## src/rtl/cam_bridge_pkg.sv

```systemverilog
package cam_bridge_pkg;
  typedef enum logic [1:0] {
    SEL_ADDR_LO  = 2'd0,
    SEL_ADDR_HI  = 2'd1,
    SEL_BUS_CTRL = 2'd2,
    SEL_DATA     = 2'd3
  } reg_sel_e;

  localparam int unsigned CTRL_SLOT_BIT  = 7;
  localparam int unsigned CTRL_SPACE_BIT = 6;
  localparam int unsigned CTRL_RST_TOP   = 5;
  localparam int unsigned CTRL_TS_TOP    = 3;
  localparam int unsigned CTRL_PRES_TOP  = 1;
  localparam logic [7:0]  TIMEOUT_BYTE   = 8'hFF;
endpackage

```

## src/rtl/cam_reset_gen.sv

```systemverilog
module cam_reset_gen #(
  parameter int unsigned CYCLES = 4000
) (
  input  logic clk_i,
  input  logic rst_ni,
  input  logic start_i,
  output logic active_o
);
  localparam int unsigned CW = $clog2(CYCLES + 1);

  logic [CW-1:0] cnt_q;
  logic          active_q;

  always_ff @(posedge clk_i or negedge rst_ni) begin
    if (!rst_ni) begin
      cnt_q    <= '0;
      active_q <= 1'b0;
    end else if (start_i) begin
      cnt_q    <= CW'(CYCLES - 1);
      active_q <= 1'b1;
    end else if (active_q) begin
      if (cnt_q == '0) active_q <= 1'b0;
      else             cnt_q    <= cnt_q - 1'b1;
    end
  end

  assign active_o = active_q;

  // pulse ends once the count is spent
  a_r4_pulse_ends: assert property (@(posedge clk_i) disable iff (!rst_ni)
    (active_q && cnt_q == '0 && !start_i) |=> !active_q);
endmodule

```

## src/rtl/cam_xfer.sv

```systemverilog
module cam_xfer #(
  parameter int unsigned TIMEOUT = 256
) (
  input  logic       clk_i,
  input  logic       rst_ni,
  input  logic       start_i,
  input  logic       we_i,
  input  logic [7:0] wdata_i,
  output logic       busy_o,
  output logic       done_o,
  output logic [7:0] rdata_o,
  output logic       rd_o,
  output logic       wr_o,
  output logic [7:0] wdata_o,
  input  logic       ready_i,
  input  logic [7:0] card_rdata_i
);
  import cam_bridge_pkg::*;
  localparam int unsigned CW = $clog2(TIMEOUT + 1);

  logic          busy_q, we_q, done_q;
  logic [7:0]    wd_q, rd_q;
  logic [CW-1:0] cnt_q;

  always_ff @(posedge clk_i or negedge rst_ni) begin
    if (!rst_ni) begin
      busy_q <= 1'b0;
      we_q   <= 1'b0;
      done_q <= 1'b0;
      wd_q   <= '0;
      rd_q   <= '0;
      cnt_q  <= '0;
    end else begin
      done_q <= 1'b0;
      if (!busy_q) begin
        if (start_i) begin
          busy_q <= 1'b1;
          we_q   <= we_i;
          wd_q   <= wdata_i;
          cnt_q  <= '0;
        end
      end else if (ready_i) begin
        busy_q <= 1'b0;
        done_q <= 1'b1;
        rd_q   <= we_q ? 8'h00 : card_rdata_i;
      end else if (cnt_q == CW'(TIMEOUT - 1)) begin
        busy_q <= 1'b0;
        done_q <= 1'b1;
        rd_q   <= TIMEOUT_BYTE;
      end else begin
        cnt_q <= cnt_q + 1'b1;
      end
    end
  end

  assign busy_o  = busy_q;
  assign done_o  = done_q;
  assign rdata_o = rd_q;
  assign rd_o    = busy_q & ~we_q;
  assign wr_o    = busy_q & we_q;
  assign wdata_o = wd_q;


  a_r7_one_strobe: assert property (@(posedge clk_i) disable iff (!rst_ni)
    !(rd_o && wr_o));

  a_r9_wait_bounded: assert property (@(posedge clk_i) disable iff (!rst_ni)
    busy_q |-> (cnt_q < CW'(TIMEOUT)));
  // strobe held until ready or timeout
  a_r7_strobe_held: assert property (@(posedge clk_i) disable iff (!rst_ni)
    ((rd_o || wr_o) && !ready_i && cnt_q != CW'(TIMEOUT - 1)) |=> (rd_o || wr_o));
endmodule

```

## src/rtl/cam_bridge.sv

```systemverilog
module cam_bridge #(
  parameter int unsigned RST_CYCLES = 4000,
  parameter int unsigned TIMEOUT    = 256
) (
  input  logic        clk_i,
  input  logic        rst_ni,
  input  logic        reg_req_i,
  input  logic        reg_we_i,
  input  logic [1:0]  reg_sel_i,
  input  logic [7:0]  reg_wdata_i,
  output logic        reg_ack_o,
  output logic [7:0]  reg_rdata_o,
  output logic [13:0] card_addr_o,
  output logic [1:0]  card_cs_o,
  output logic        card_space_o,
  output logic        card_rd_o,
  output logic        card_wr_o,
  output logic [7:0]  card_wdata_o,
  input  logic [7:0]  card_rdata_i,
  input  logic        card_ready_i,
  output logic [1:0]  card_reset_o,
  output logic [1:0]  ts_en_o,
  input  logic [1:0]  card_present_ni,
  output logic        event_o
);
  import cam_bridge_pkg::*;
  localparam int unsigned NSLOT = 2;

  logic [6:0]       addr_lo_q, addr_hi_q;
  logic             slot_q, space_q, ack_q;
  logic [NSLOT-1:0] ts_q, pres_q, pres_prev_q, rst_act, rst_start;
  logic [7:0]       rdata_q, ctrl_rd;
  logic             xfer_busy, xfer_done, strobe;
  logic [7:0]       xfer_rdata;
  logic             fire, fire_wr;
  reg_sel_e         sel;

  assign sel     = reg_sel_e'(reg_sel_i);
  assign fire    = reg_req_i & ~xfer_busy;
  assign fire_wr = fire & reg_we_i;

  always_comb begin
    ctrl_rd = '0;
    ctrl_rd[CTRL_SLOT_BIT]  = slot_q;
    ctrl_rd[CTRL_SPACE_BIT] = space_q;
    for (int s = 0; s < NSLOT; s++) begin
      ctrl_rd[CTRL_RST_TOP - s]  = rst_act[s];
      ctrl_rd[CTRL_TS_TOP - s]   = ts_q[s];
      ctrl_rd[CTRL_PRES_TOP - s] = pres_q[s];
    end
  end

  always_ff @(posedge clk_i or negedge rst_ni) begin
    if (!rst_ni) begin
      addr_lo_q   <= '0;
      addr_hi_q   <= '0;
      slot_q      <= 1'b0;
      space_q     <= 1'b0;
      ts_q        <= '0;
      ack_q       <= 1'b0;
      rdata_q     <= '0;
      pres_q      <= '1;
      pres_prev_q <= '1;
    end else begin
      pres_q      <= card_present_ni;
      pres_prev_q <= pres_q;
      ack_q       <= fire && sel != SEL_DATA;
      if (fire && sel != SEL_DATA) begin
        unique case (sel)
          SEL_ADDR_LO: rdata_q <= {addr_lo_q, 1'b0};
          SEL_ADDR_HI: rdata_q <= {1'b0, addr_hi_q};
          default:     rdata_q <= ctrl_rd;
        endcase
      end
      if (fire_wr) begin
        unique case (sel)
          SEL_ADDR_LO: addr_lo_q <= reg_wdata_i[7:1];
          SEL_ADDR_HI: addr_hi_q <= reg_wdata_i[6:0];
          SEL_BUS_CTRL: begin
            slot_q  <= reg_wdata_i[CTRL_SLOT_BIT];
            space_q <= reg_wdata_i[CTRL_SPACE_BIT];
            for (int s = 0; s < NSLOT; s++) ts_q[s] <= reg_wdata_i[CTRL_TS_TOP - s];
          end
          default: ;
        endcase
      end
    end
  end

  for (genvar s = 0; s < NSLOT; s++) begin : g_slot
    assign rst_start[s] = fire_wr && sel == SEL_BUS_CTRL && reg_wdata_i[CTRL_RST_TOP - s];
    cam_reset_gen #(.CYCLES(RST_CYCLES)) u_rst (
      .clk_i    (clk_i),
      .rst_ni   (rst_ni),
      .start_i  (rst_start[s]),
      .active_o (rst_act[s])
    );
    assign card_cs_o[s] = strobe && (slot_q == 1'(s));
  end

  cam_xfer #(.TIMEOUT(TIMEOUT)) u_xfer (
    .clk_i        (clk_i),
    .rst_ni       (rst_ni),
    .start_i      (fire && sel == SEL_DATA),
    .we_i         (reg_we_i),
    .wdata_i      (reg_wdata_i),
    .busy_o       (xfer_busy),
    .done_o       (xfer_done),
    .rdata_o      (xfer_rdata),
    .rd_o         (card_rd_o),
    .wr_o         (card_wr_o),
    .wdata_o      (card_wdata_o),
    .ready_i      (card_ready_i),
    .card_rdata_i (card_rdata_i)
  );

  assign strobe       = card_rd_o | card_wr_o;
  assign card_addr_o  = {addr_hi_q, addr_lo_q};
  assign card_space_o = space_q;
  assign card_reset_o = rst_act;
  assign ts_en_o      = ts_q;
  assign event_o      = |(pres_q ^ pres_prev_q);
  assign reg_ack_o    = ack_q | xfer_done;
  assign reg_rdata_o  = xfer_done ? xfer_rdata : rdata_q;

  // register ack and transfer completion never collide
  a_r11_ack_single: assert property (@(posedge clk_i) disable iff (!rst_ni)
    !(ack_q && xfer_done));
  // path enables move only on a bus control write
  a_r5_ts_stable: assert property (@(posedge clk_i) disable iff (!rst_ni)
    !(fire_wr && sel == SEL_BUS_CTRL) |=> $stable(ts_en_o));

  a_r3_cs_onehot: assert property (@(posedge clk_i) disable iff (!rst_ni)
    $onehot0(card_cs_o));
endmodule

```

## config.mk

```make
export PLATFORM = sky130hd
export DESIGN_NAME = cam_bridge
export DESIGN_NICKNAME = d
export VERILOG_FILES = /design/src/rtl/cam_bridge_pkg.sv /design/src/rtl/cam_reset_gen.sv /design/src/rtl/cam_xfer.sv /design/src/rtl/cam_bridge.sv
export SDC_FILE = /design/constraint.sdc
export NUM_CORES = 1
export LEC_CHECK = 0
export BUFFER_PORTS_ARGS = -buffer_cell sky130_fd_sc_hd__buf_2
export CORE_ASPECT_RATIO = 2
export CORE_MARGIN = 3
export CORE_UTILIZATION = 45
export DETAILED_ROUTE_END_ITERATION = 6
export PLACE_DENSITY_LB_ADDON = 0.25
export SETUP_SLACK_MARGIN = 0.3
export SYNTH_ARGS = -nofsm -noshare
export SYNTH_HDL_FRONTEND = slang
export SYNTH_SLANG_ARGS = --single-unit
```

## constraint.sdc

```tcl
create_clock -name clk_i -period 2 [get_ports clk_i]
set_input_delay 0.2 -clock clk_i [delete_from_list [all_inputs] [get_ports clk_i]]
set_output_delay 0.2 -clock clk_i [all_outputs]
set_load 0.005 [all_outputs]
```

Yosys cells after proc, flatten, opt, wreduce, memory -nomap -nowiden
Cells that the tools add are included.
W data, S select, Z words.
Word-level totals
  register bits after elaboration: 85
  bits in latches: 0
  memory bits (writable): 0
  ROM bits: 0
  output and inout bits: 41
  word-level logic and storage cells: 92
  memories: 0
Operators by class
  add/sub/neg operators: 3
  $mul: 0
  div/mod/pow operators: 0
  $lt $le $gt $ge: 0
  equality and inequality tests: 9
  shifts and indexed selects: 0
  multiplexer cells: 28
  bitwise logic cells: 10
  reduce and logical (&&, ||, !) cells: 23
Operators by type and width (number)
  $mux W12: 6
  $mux W9: 4
  $mux W8: 4
  $logic_not A12 Y1: 2
  $sub A12 B1 Y12 const B: 2
  $pmux W8 S2: 1
  $reduce_and A2 Y1: 7
  $mux W1: 13
  $add A9 B1 Y9 const B: 1
  $eq A9 B8 Y1 const B: 1
  $reduce_bool A2 Y1: 4
  $logic_and A1 B1 Y1: 7
  $ne A2 B2 Y1 const B: 3
  $and A1 B1 Y1: 4
  $eq A2 B2 Y1 const B: 2
  $ne A2 B1 Y1 const B: 2
  $not A1 Y1: 3
  $reduce_and A3 Y1: 1
  $eq A2 B1 Y1 const B: 1
  $logic_not A2 Y1: 1
  $or A1 B1 Y1: 2
  $reduce_or A2 Y1: 1
  $xor A2 B2 Y2: 1

Longest topological paths before layout
  word-level depth: 7
  mapped depth: 8
  gate-level depth less buffers: 8

Modules after synthesis
A second synthesis with hierarchy kept.
Unflattened totals
  cell total of the unflattened synthesis: 388
  area, all modules: 4207.8 um^2
By module, submodules not included
  cam_bridge: instances 1, cells an instance 120, area an instance 1552.7 um^2, sequential area each 780.7 um^2
  cam_reset_gen: instances 2, cells an instance 71, area an instance 709.4 um^2, sequential area each 325.3 um^2
  cam_xfer: instances 1, cells an instance 126, area an instance 1236.2 um^2, sequential area each 700.7 um^2

Worst setup path before layout
OpenSTA, ideal clock, no wires.
  path kind: reg-to-reg
  from: register u_xfer.cnt_q[0]
  to: register u_xfer.cnt_q[7]
  arrival: 1.821 ns
  required time: 1.868 ns
  setup slack: 0.048 ns
  stages on the path, launching flop included: 9
  buffers on the path: 0
  period minus slack after synthesis: 1.952 ns
  cell sequence: dfrtp_1 > ha_1 > nand3_1 > nor2_1 > ha_1 > or3b_2 > a211oi_1 > xnor2_1 > nor2_1
On the way
  longest elaborated chain between the ends: 4
  elaborated cells on any way between the ends: 7
  classes of those cells: add/sub (1); eq/ne (2); mux (3); reduce/logical (1)
Ends and longest elaborated chain
  from (decl): line cam_xfer.sv:23  | logic [CW-1:0] cnt_q;
  from (signal assigned): line cam_xfer.sv:51  | cnt_q <= cnt_q + 1'b1;
  $add A9 B1 Y9: line cam_xfer.sv:51
  $mux W9: line cam_xfer.sv:46  | end else if (cnt_q == CW'(TIMEOUT - 1)) begin
  $mux W9: line cam_xfer.sv:42  | end else if (ready_i) begin
  $mux W9: line cam_xfer.sv:35  | if (!busy_q) begin
Parallel ways exist; a longest one is shown, timed or not. The select of a mux whose other input is x is not followed.
A chain may end at the register's enable or synchronous reset.

Worst setup path in the final report
  from: register u_xfer.cnt_q[1]
  to: register u_xfer.cnt_q[7]
Same word-level chain as after synthesis.

==> summary.md <==
| Metric | Value |
|---|---|
| Pleak | 2.374 nW |
| Flop2flop setup slack | 0.15 ns |
| Final WL | 10150 µm |
| Max Clock Skew | 0.004425 ns |
| Layout cells sized above 1 | 39.96% |
| Pre-Repair DR Iteration Count | 4 |
| Most used DFF post-synth | dfrtp_1 |
| Area of the multi-input gates | 0.002117 mm² |
| CP max FO | 4 |
| Final HPWL DP | 7125 µm |
| Post-route clock period utilization | 92.28% |
| Slowest CP cell | or3b_4 |
| Core Rows | 48 |
| Register area | 0.002135 mm² |
| Gr busiest metal | met2 |
| IO buf count | 65 |
| Psw | 0.001702 W |
| CP Data Required Time | 2.21 ns |
| #FFs+latches synth | 85 |
| Die height | 141.2 µm |
| Class of the most critical setup path | flip-flop to flip-flop |
| Commonest non-fill, non-tap cells in the layout | 79 x dfrtp_1, 64 x buf_2, 56 x nand2_1, 34 x buf_4, 26 x mux2_2 |
| CTS tree | yes |
| Met1 Use GR | 22.97% |
| Worst hold endpoint | u_xfer.wdata_o[0]$_DFFE_PN0P_ |
| Maximum vdd ir drop | 0.7922 mV |
| Final ANT Viol Nets | 0 |
| Crit path capture type | flip-flop |
| H-tree depth | 3 |
| Vias/cell | 5.484 |
| Avg Inst Size Synth | 10.63 µm² |
| Fmax | 541.8 MHz |
| Run status | complete, no violations |
| HP Class | input port to flip-flop |
| Tmin final | 1.846 ns |
| Crit start category | flip-flop |
| Max_slew headroom | 62.41% |
| RR Startpoint | u_xfer.cnt_q[1]$_DFFE_PN0P_ |
| CTS max path bufs | 2 |
| DRT iter0 DRCs | 165 |
| Cells on Worst Hold Path | 3 |
| Endpoints failing hold | 0 |
| Ys Warns | 0 |
| Synthesized area | 0.004115 mm² |
| CTS clock-pin slew for the worst setup and hold paths | 0.06 ns |
| Synth cell types | 59 |
| GPL Wtd Cong | 0.8541 |
| Largest net degree at the start of global routing | 41 |
| Total Routing Usage GR | 20.40% |
| Number of flops mapped to enable cells by yosys | 0 |
| Vias | 3252 |
| Crit path largest cell delay | 0.41 ns |
| Comb pwr share | 26.2% |
| Final Hold Slack | 0.07044 ns |
| Clock latency on the worst-skew pair | 0.33 ns |
| TNS Setup | 0 ns |
| R2R cell count | 8 |
| Commonest non-fill, non-tap cell in the layout | dfrtp_1 |
| Arrival time worst endpoint | 2.05 ns |
| Ant diodes | 0 |
| I/O Pins | 66 |
| Die W | 73.62 µm |
| Grt total ovfl | 0 |
| DRC violations left | 0 |
| Register share of total power | 45.7% |
| Met2 usage | 35.96% |
| Top Family by Delay on Critical Path | simple AND/OR/NAND/NOR gates |
| RSZ-0062 raised after global routing | yes |
| Vias in the first global route | 3353 |
| Capturing point of the worst reg2reg path | u_xfer.cnt_q[7]$_DFFE_PN0P_ |
| Seq/Total Area, Yosys | 51.81% |
| CP cell instances | ha_2, nand3_2, nor2_2, ha_4, or3b_4, a211oi_2, xnor2_1, nor2_1 |
| Clock power frac | 28.2% |
| Hold Crit Start | reg_wdata_i[0] |
| Internal | 0.003809 W |
| Total core area | 0.008768 mm² |
| Worst Tran Pin Value | 0.5623 ns |
| Fin nets | 519 |
| First-pass GRT wire length | 16320 µm |
| Cell count after synthesis | 387 |
| Count of final setup violators | 0 |
| Tot Pwr | 0.005511 W |
| Buf+Inv Stages, Crit Path | 0 |
| Layout area overhead | 30.43% |
| Initial antenna violation count | 0 |
| Syn_nets | 418 |
| Initial core utilization | 46.93% |
| Avg WL per Cell | 17.12 µm |
| Slew Limit Fails | 0 |
| Max Cap Viol | 0 |
| Power Density | 1027 mW/mm² |
| GR Layer Usage met3 | 4.283% |
| CTS Buf Count | 9 |
| Layout fillers | 708 |
| Clock Root Buffer | clkbuf_16 |
| Sw frac | 30.88% |
| Die ar. | 0.01040 mm² |
| Clock sink count | 85 |
| Ys async rst share | 100.0% |
metal layers:
metal	vias up	share of wire [%]	routed length, µm
met2	73	56	5655
met3	19	4.5	452
met1	1597	37	3799
met4	0	2.4	242
met5	-	0	0
li1	1563	-	-
state kept, by name (all words and copies together) (netlist names), 2 cells and up:
name	cells
addr_hi_q	7
addr_lo_q	7
g_slot.u_rst.active_o	2
g_slot.u_rst.cnt_q	24
pres_prev_q	2
pres_q	2
rdata_q	8
ts_en_o	2
u_xfer.cnt_q	9
u_xfer.rdata_o	8
u_xfer.wdata_o	8
timing repair:
action,CTS,global route
setup buffers,9,13
hold buffers,3,0
resized for setup,10,30
pin swaps,9,20
hold endpoints to repair,36,0
endpoints found under the setup margin,19,29
per-stage QoR:
step           instance area, µm²  utilization [%]  setup slack [ns]  instances
3_5_place_dp                 4684            53.42            0.1280        552
5_1_grt                      5368            61.22           0.07532        593
4_1_cts                      5117            58.36            0.1823        580
2_1_floorplan                4177                -            0.2207        387
6_report                     5368            61.22            0.1543        593
3_3_place_gp                 4684            53.42            0.1665        552
cell type report:
cell class / count / area share, %
Inverter: 11 / 0.7692
Timing Repair Buffer: 106 / 12.49
Tap cell: 100 / 2.331
Multi-Input combinational cell: 275 / 39.44
Sequential cell: 85 / 39.77
Clock buffer: 12 / 4.779
Clock inverter: 4 / 0.4196
power by group through the flow:
stage	logic [W]	clock network (W)	registers (W)
2_1_floorplan	0.000773	0	0.00241
3_3_place_gp	0.00115	0	0.00249
3_5_place_dp	0.00118	0	0.00251
4_1_cts	0.00128	0.00158	0.00248
5_1_grt	0.00159	0.00165	0.00258
6_report	0.00144	0.00155	0.00252
cells by family after synthesis:
kind of cell / share of synthesized area (%)
compound gates: 10.95
xor+xnor: 3.831
fa+ha+maj: 1.824
buf+inv: 2.888
flops: 51.81
mux: 8.817
simple gates: 19.88
synthesized netlist by cell type (all sizes together), types with 6 or more instances:
master  instances  area share (%)
nor2           26             2.4
clkbuf         10            0.91
inv            11             1.0
buf             6            0.97
nor2b          11             1.7
mux2i           7             1.7
ha              6             1.8
nand2          57             5.2
o22a            8             1.7
nand3           8            0.97
a31oi           8             1.2
o21ai          20             2.4
xor2            6             1.3
xnor2          12             2.6
dfrtp          81              49
a21oi          10             1.2
nor3            9             1.3
mux2           26             7.1
how the worst max path moves through the flow:
| stage | end | slack, ns | cells after the start | from |
|---|---|---|---|---|
| 6_report | u_xfer.cnt_q[7]$_DFFE_PN0P_ | 0.15 | 8 | u_xfer.cnt_q[1]$_DFFE_PN0P_ |
| 5_1_grt | u_xfer.cnt_q[7]$_DFFE_PN0P_ | 0.08 | 8 | u_xfer.cnt_q[1]$_DFFE_PN0P_ |
| 4_1_cts | u_xfer.cnt_q[7]$_DFFE_PN0P_ | 0.18 | 8 | u_xfer.cnt_q[1]$_DFFE_PN0P_ |
| 3_5_place_dp | u_xfer.cnt_q[7]$_DFFE_PN0P_ | 0.13 | 8 | u_xfer.cnt_q[1]$_DFFE_PN0P_ |
| 3_3_place_gp | u_xfer.cnt_q[7]$_DFFE_PN0P_ | 0.17 | 8 | u_xfer.cnt_q[0]$_DFFE_PN0P_ |
| 2_1_floorplan | u_xfer.cnt_q[5]$_DFFE_PN0P_ | 0.22 | 8 | u_xfer.cnt_q[1]$_DFFE_PN0P_ |
tightest hold or removal path: stages:
cell     delay [ns]
buf_2          0.08
nand2_1        0.04
nand2_1        0.05
Power figures use the tool's default switching activity.
